### src/rtl/dac_ovr_pkg.sv
package dac_ovr_pkg;

   typedef enum logic [1:0] {
      PS_ON      = 2'b00,
      PS_SD_1K   = 2'b01,
      PS_SD_100K = 2'b10,
      PS_SD_HIZ  = 2'b11
   } pwr_state_e;

   // index of each control pin inside the synchronised pin vector
   localparam int PIN_FULL  = 0;
   localparam int PIN_HALF  = 1;
   localparam int PIN_ZERO  = 2;
   localparam int PIN_LOCK  = 3;
   localparam int PIN_SDT   = 4;
   localparam int PIN_SDA   = 5;
   localparam int PIN_COUNT = 6;

endpackage

### src/rtl/dac_pin_sync.sv
module dac_pin_sync #(
   parameter int   WIDTH   = 1,
   parameter int   STAGES  = 2,
   parameter logic RST_VAL = 1'b1
) (
   input  logic             clk,
   input  logic             rst_n,
   input  logic [WIDTH-1:0] async_i,
   output logic [WIDTH-1:0] sync_o
);

   if (STAGES < 2) begin : g_bad_stages
      $error("dac_pin_sync: STAGES must be at least 2");
   end
   if (WIDTH < 1) begin : g_bad_width
      $error("dac_pin_sync: WIDTH must be at least 1");
   end

   logic [STAGES-1:0][WIDTH-1:0] chain_q;

   always_ff @(posedge clk or negedge rst_n) begin
      if (!rst_n) begin
         chain_q <= {STAGES{ {WIDTH{RST_VAL}} }};
      end else begin
         chain_q <= {chain_q[STAGES-2:0], async_i};
      end
   end

   assign sync_o = chain_q[STAGES-1];

endmodule

### src/rtl/dac_code_force.sv
module dac_code_force #(
   parameter int NUM_CH = 4,
   parameter int CODE_W = 12
) (
   input  logic                     clk,
   input  logic                     rst_n,
   input  logic [NUM_CH*CODE_W-1:0] reg_code_i,
   input  logic                     force_full_i,
   input  logic                     force_half_i,
   input  logic                     force_zero_i,
   output logic [NUM_CH*CODE_W-1:0] code_o
);

   localparam logic [CODE_W-1:0] CODE_FULL = {CODE_W{1'b1}};
   localparam logic [CODE_W-1:0] CODE_HALF = {1'b1, {(CODE_W-1){1'b0}}};
   localparam logic [CODE_W-1:0] CODE_ZERO = '0;

   for (genvar ch = 0; ch < NUM_CH; ch++) begin : g_ch
      logic [CODE_W-1:0] reg_code;
      logic [CODE_W-1:0] out_code;

      assign reg_code = reg_code_i[ch*CODE_W +: CODE_W];

      // fixed priority: zero, then midscale, then full scale
      always_comb begin
         if (force_zero_i) begin
            out_code = CODE_ZERO;
         end else if (force_half_i) begin
            out_code = CODE_HALF;
         end else if (force_full_i) begin
            out_code = CODE_FULL;
         end else begin
            out_code = reg_code;
         end
      end

      assign code_o[ch*CODE_W +: CODE_W] = out_code;

      AST_FULL_ONES: assert property (@(posedge clk) disable iff (!rst_n)
         (force_full_i && !force_half_i && !force_zero_i) |-> (code_o[ch*CODE_W +: CODE_W] == CODE_FULL))
         else $error("full-scale force not seen on channel %0d", ch);

      AST_HALF_WINS: assert property (@(posedge clk) disable iff (!rst_n)
         (force_half_i && !force_zero_i) |-> (code_o[ch*CODE_W +: CODE_W] == CODE_HALF))
         else $error("midscale force not seen on channel %0d", ch);
   end

endmodule

### src/rtl/dac_pd_chan.sv
module dac_pd_chan
   import dac_ovr_pkg::*;
#(
   parameter bit ALT_HIZ = 1'b0
) (
   input  logic       clk,
   input  logic       rst_n,
   input  logic       wr_i,
   input  logic [1:0] wdata_i,
   input  logic       lock_i,
   input  logic       sd_term_i,
   input  logic       sd_alt_i,
   output logic [1:0] state_o
);

   localparam pwr_state_e ALT_STATE = ALT_HIZ ? PS_SD_HIZ : PS_SD_100K;

   logic [1:0] sw_q;
   logic       lock_q;
   logic       mod_q;
   logic       hold_q;
   logic       lock_rise;
   logic       mod_d;

   assign lock_rise = lock_i & ~lock_q;

   // modified flag: cleared when lockout asserts, set by any write
   always_comb begin
      if (wr_i) begin
         mod_d = 1'b1;
      end else if (lock_rise) begin
         mod_d = 1'b0;
      end else begin
         mod_d = mod_q;
      end
   end

   always_ff @(posedge clk or negedge rst_n) begin
      if (!rst_n) begin
         sw_q   <= PS_ON;
         lock_q <= 1'b0;
         mod_q  <= 1'b0;
         hold_q <= 1'b0;
      end else begin
         if (wr_i) begin
            sw_q <= wdata_i;
         end
         lock_q <= lock_i;
         mod_q  <= mod_d;
         // during lockout the hold flag mirrors the modified flag; after
         // release it keeps the channel up until a write outside lockout
         if (lock_i) begin
            hold_q <= mod_d;
         end else if (wr_i) begin
            hold_q <= 1'b0;
         end
      end
   end

   always_comb begin
      if (sd_term_i) begin
         state_o = PS_SD_1K;
      end else if (sd_alt_i) begin
         state_o = ALT_STATE;
      end else if (lock_i || hold_q) begin
         state_o = PS_ON;
      end else begin
         state_o = sw_q;
      end
   end

   AST_LOCK_ON: assert property (@(posedge clk) disable iff (!rst_n)
      (lock_i && !sd_term_i && !sd_alt_i) |-> (state_o == PS_ON))
      else $error("lockout did not keep channel powered");

   AST_RESTORE: assert property (@(posedge clk) disable iff (!rst_n)
      ($fell(lock_i) && !$past(mod_d) && !sd_term_i && !sd_alt_i) |-> (state_o == sw_q))
      else $error("stored state not restored after lockout");

   AST_HOLD_DROP: assert property (@(posedge clk) disable iff (!rst_n)
      (!lock_i && wr_i) |=> !hold_q)
      else $error("write outside lockout did not clear hold");

   AST_SD_TERM: assert property (@(posedge clk) disable iff (!rst_n)
      sd_term_i |-> (state_o == PS_SD_1K))
      else $error("1k shutdown pin not obeyed");

endmodule

### src/rtl/dac_out_override.sv
module dac_out_override
   import dac_ovr_pkg::*;
#(
   parameter int NUM_CH      = 4,
   parameter int CODE_W      = 12,
   parameter int SYNC_STAGES = 2,
   parameter bit ALT_HIZ     = 1'b0
) (
   input  logic                     clk,
   input  logic                     rst_n,
   input  logic [NUM_CH*CODE_W-1:0] reg_code_i,
   input  logic [NUM_CH-1:0]        pd_wr_i,
   input  logic [2*NUM_CH-1:0]      pd_wdata_i,
   input  logic                     full_n_i,
   input  logic                     half_n_i,
   input  logic                     zero_n_i,
   input  logic                     lock_n_i,
   input  logic                     sd_term_n_i,
   input  logic                     sd_alt_n_i,
   output logic [NUM_CH*CODE_W-1:0] eff_code_o,
   output logic [2*NUM_CH-1:0]      pwr_state_o,
   output logic                     conflict_o
);

   if (NUM_CH < 1) begin : g_bad_ch
      $error("dac_out_override: NUM_CH must be at least 1");
   end
   if (CODE_W < 2) begin : g_bad_code
      $error("dac_out_override: CODE_W must be at least 2");
   end

   logic [PIN_COUNT-1:0] pins_n_raw;
   logic [PIN_COUNT-1:0] pins_n_sync;
   logic [PIN_COUNT-1:0] pin_act;
   logic                 force_conflict;
   logic                 lock_conflict;

   assign pins_n_raw[PIN_FULL] = full_n_i;
   assign pins_n_raw[PIN_HALF] = half_n_i;
   assign pins_n_raw[PIN_ZERO] = zero_n_i;
   assign pins_n_raw[PIN_LOCK] = lock_n_i;
   assign pins_n_raw[PIN_SDT]  = sd_term_n_i;
   assign pins_n_raw[PIN_SDA]  = sd_alt_n_i;

   dac_pin_sync #(
      .WIDTH   (PIN_COUNT),
      .STAGES  (SYNC_STAGES),
      .RST_VAL (1'b1)
   ) i_pin_sync (
      .clk     (clk),
      .rst_n   (rst_n),
      .async_i (pins_n_raw),
      .sync_o  (pins_n_sync)
   );

   assign pin_act = ~pins_n_sync;

   dac_code_force #(
      .NUM_CH (NUM_CH),
      .CODE_W (CODE_W)
   ) i_code_force (
      .clk          (clk),
      .rst_n        (rst_n),
      .reg_code_i   (reg_code_i),
      .force_full_i (pin_act[PIN_FULL]),
      .force_half_i (pin_act[PIN_HALF]),
      .force_zero_i (pin_act[PIN_ZERO]),
      .code_o       (eff_code_o)
   );

   for (genvar ch = 0; ch < NUM_CH; ch++) begin : g_pd
      dac_pd_chan #(
         .ALT_HIZ (ALT_HIZ)
      ) i_pd_chan (
         .clk       (clk),
         .rst_n     (rst_n),
         .wr_i      (pd_wr_i[ch]),
         .wdata_i   (pd_wdata_i[2*ch +: 2]),
         .lock_i    (pin_act[PIN_LOCK]),
         .sd_term_i (pin_act[PIN_SDT]),
         .sd_alt_i  (pin_act[PIN_SDA]),
         .state_o   (pwr_state_o[2*ch +: 2])
      );
   end

   always_comb begin
      force_conflict = (pin_act[PIN_FULL] & pin_act[PIN_HALF])
                     | (pin_act[PIN_FULL] & pin_act[PIN_ZERO])
                     | (pin_act[PIN_HALF] & pin_act[PIN_ZERO]);
      lock_conflict  = pin_act[PIN_LOCK] & (pin_act[PIN_SDT] | pin_act[PIN_SDA]);
      conflict_o     = force_conflict | lock_conflict;
   end

   AST_FORCE_CONFLICT: assert property (@(posedge clk) disable iff (!rst_n)
      ($countones({pin_act[PIN_FULL], pin_act[PIN_HALF], pin_act[PIN_ZERO]}) > 1) |-> conflict_o)
      else $error("force pin conflict not flagged");

   AST_ZERO_CODE: assert property (@(posedge clk) disable iff (!rst_n)
      pin_act[PIN_ZERO] |-> (eff_code_o == '0))
      else $error("zero force not seen at outputs");

   AST_LOCK_SD_CONFLICT: assert property (@(posedge clk) disable iff (!rst_n)
      (pin_act[PIN_LOCK] && (pin_act[PIN_SDT] || pin_act[PIN_SDA])) |-> conflict_o)
      else $error("lockout with shutdown not flagged");

   AST_RESET_QUIET: assert property (@(posedge clk) disable iff (!rst_n)
      $rose(rst_n) |-> !conflict_o)
      else $error("conflict after reset");

endmodule

### config.mk
export PLATFORM = sky130hd
export DESIGN_NAME = dac_out_override
export DESIGN_NICKNAME = d
export VERILOG_FILES = /design/src/rtl/dac_ovr_pkg.sv /design/src/rtl/dac_pin_sync.sv /design/src/rtl/dac_code_force.sv /design/src/rtl/dac_pd_chan.sv /design/src/rtl/dac_out_override.sv
export SDC_FILE = /design/constraint.sdc
export NUM_CORES = 1
export LEC_CHECK = 0
export BUFFER_PORTS_ARGS = -buffer_cell sky130_fd_sc_hd__buf_2
export CAP_MARGIN = 40
export CORE_MARGIN = 10
export CORE_UTILIZATION = 41
export CTS_CLUSTER_SIZE = 28
export DETAILED_ROUTE_END_ITERATION = 7
export PLACE_DENSITY = 0.87
export SLEW_MARGIN = 20
export SYNTH_ARGS = -nofsm -noshare
export SYNTH_HDL_FRONTEND = slang
export SYNTH_SLANG_ARGS = --single-unit
### constraint.sdc
create_clock -name clk -period 1.4 [get_ports clk]
set_input_delay 0.28 -clock clk [delete_from_list [all_inputs] [get_ports clk]]
set_output_delay 0.28 -clock clk [all_outputs]
set_load 0.05 [all_outputs]
==> impl_metrics.yaml <==
logic_synthesis:
  synth-xor-area-share_pct: 0
  synthFlopType: "dfrtp_1"
  synth_top_area_share_pct: 24.76
  synth_compound_area_share_pct: 31.46
  synth_top_family_by_area: "compound AO/OA/AOI/OAI gates"
  yosys.area.top_type: "dfrtp_1"
  synth_common_cells: "45 x inv_1, 40 x a21oi_2, 17 x dfrtp_1"
  synth.net_count: 247
  synthAdderAreaFrac_pct: 0
  synth_area_leaders: "dfrtp_1 25%, a21oi_2 20%, dfstp_2 18%, inv_1 9.8%, mux2_2 5.2%"
  ys_ff_latch: 29
  synth.avg_cell_area_um2: 9.597
  yosysMostFrequentCell: "inv_1"
  ys_warn_count: 0
  synthSimpleGateAreaFrac_pct: 5.972
  synth_edf_count: 0
  syn-cell-area_um2: 1718
  synthArstFlopShare_pct: 100.0
  synth.area.mux_share_pct: 5.244
  ys_types: 18
  syn_inst: 179
  yosysSeqAreaShare_pct: 43.12
sta:
  slew_violations: 0
  timing.setup.tns_ps: -20150
  fmax_mhz: 552.4
  setup_viol_count_final: 57
  post-route-period-util_pct: 129.3
  clock_skew_ps: 10.40
  finalHoldViolCount: 0
  worst_slew_pin_slew_ps: 620.2
  fin_ws_ps: -410.3
  slew_headroom_pct: 58.66
  period_needed_ps: 1810
  rsz0062_at_grt: "yes"
clock_network:
  clockRootBuffer: "clkbuf_8"
  cts_buffer_depth: 2
  cts_hold_buf: 0
  cts_tree: "yes"
  cts_made_buffers: 5
  htreeDepth: 2
  path_clk_slew_ps: 70
  insertion_delay_ps: 290
  cts.sinks: 29
worst_setup_path:
  r2r_cells: 4
  cp.required_ps: 1120
  crit_slowest_cell: "dfstp_2"
  cp_cell_sequence: "nand2_8 -> clkbuf_16 -> a21oi_4 -> buf_8"
  r2r_slack_ps: 150
  path_max_fanout: 7
  crit_path_end_kind: "output pin"
  critPathBufInv: 2
  slowest_delay_ps: 590
  arrival_ps: 1530
  reg2reg_from: "i_pin_sync.sync_o[3]"
  path_class: "flip-flop to output pin"
  rr_endpoint: "g_pd[2].i_pd_chan.mod_q"
  setup.worst_path.start_class: "flip-flop"
  crit_family: "flip-flops"
drt:
  drt-total-wl_um: 9463
  wl_met2_um: 4784
  drc: 0
  drt-met1-wl_um: 3387
  top_layer: "met4"
  wl_per_cell_um: 25.17
  drtIter0Drc: 144
  first_pass_iters: 4
  met3_wirelength_um: 916
  routed_via_density: 5.356
  ant_nets: 0
  vias: 2014
die:
  die_x_um: 84.73
  core_area_um2: 4029
  dieArea_um2: 7179
  initial_utilization_pct: 42.64
  io_pins: 125
  fp.dieH_um: 84.73
  rows: 23
global_route:
  grt_pass1_wl_um: 11590
  grt_antenna_before_repair: 1
  grt_pass1_vias: 2053
  overflow: 0
  grt_use_total_pct: 20.39
  grt_max_degree: 30
placement:
  place_ws_ps: -125.6
  port_buffers: 124
  dpl.hpwl_um: 5222
  gp_congestion: 0.7604
  place_area_um2: 2900
run_status:
  outcome: "complete, but fails checks"
  violations: "setup timing"
run:
  drv_cap: 0
layout:
  syn_to_final_growth_pct: 108.3
  final_area_um2: 3578
  finalNetCount: 392
  layout-drive-gt1-share_pct: 70.77
power_and_ir_drop:
  p_per_area_nw_per_um2: 801.0
  vdd_drop_max_mv: 0.8621
  p_leak_uw: 0.001680
hold_path:
  hold_path.class: "input port to async pin"
## where the power goes
group	internal (uW)	switching [uW]
logic	485	752
registers	915	53.2
clock network	343	318
total	1740	1120
## worst max path at each step
stage / cells after the start / slack [ps] / from / end
after floorplan: 1 / -70 / i_pin_sync.sync_o[4] / pwr_state_o[1]
after global placement: 4 / -90 / i_pin_sync.sync_o[1] / eff_code_o[37]
after detailed placement: 4 / -130 / i_pin_sync.sync_o[1] / eff_code_o[0]
after CTS: 4 / -360 / i_pin_sync.sync_o[1] / eff_code_o[0]
after global routing: 4 / -450 / i_pin_sync.sync_o[2] / eff_code_o[33]
final: 4 / -410 / i_pin_sync.sync_o[1] / eff_code_o[33]
## layout by cell type, fill, tap and decap left out
cell type  count
buf_2         67
buf_6         48
inv_1         45
a21oi_4       44
dfrtp_1       17
buf_8         14
dfstp_2       11
buf_4         11
mux2_2         8
nand3b_1       6
a21oi_1        5
a21o_1         5
clkbuf_8       5
nand2b_1       4
o21ai_4        4
a21boi_2       4
o21a_1         4
buf_12         4
clkbuf_16      3
nand2_8        2
o21ai_0        2
nand2_1        2
o22ai_1        2
clkinv_2       2
diode_2        1
o21ai_1        1
or2_1          1
nand2_2        1
clkbuf_1       1
dfstp_4        1
buf_16         1
## sequential cells by signal, indices dropped and copies added, names as in the netlist
register               count
g_pd.i_pd_chan.mod_q       4
i_pin_sync.chain_q         6
g_pd.i_pd_chan.hold_q      4
g_pd.i_pd_chan.lock_q      1
i_pin_sync.sync_o          6
g_pd.i_pd_chan.sw_q        8
## per-stage QoR
step,std cells,hold slack (ps),util (%),power (uW)
floorplan,179,-15.59,-,1653
global placement,360,315.3,71.99,1926
detailed placement,360,323.5,71.99,1950
CTS,370,14.31,83.45,2745
global route,376,28.49,88.82,2978
finish,376,0.6080,88.82,2866
## kinds of logic after synthesis
family	after synthesis
compound gates	71
simple gates	16
mux	8
flops	29
buf+inv	55
## per-layer routing
layer  track usage (%)  vias to the layer above
met3             6.957                       32
met5                 0                        -
met1             20.82                      981
met2             38.09                      134
met4             5.838                        0
li1                  -                      867
## layout make-up
type | count | area (um2)
Timing Repair Buffer | 148 | 1351
Tap cell | 50 | 62.56
Clock inverter | 2 | 10.01
Clock buffer | 6 | 72.57
Fill cell | 157 | 450.4
Antenna cell | 1 | 2.502
Multi-Input combinational cell | 95 | 1166
Sequential cell | 29 | 744.5
Inverter | 45 | 168.9
## repair_timing
item	CTS	global route
buffers inserted	2	1
setup endpoints to repair	57	57
pin swaps	5	2
gates cloned	0	4
resized for setup	114	27
Power figures use the tool's default switching activity.
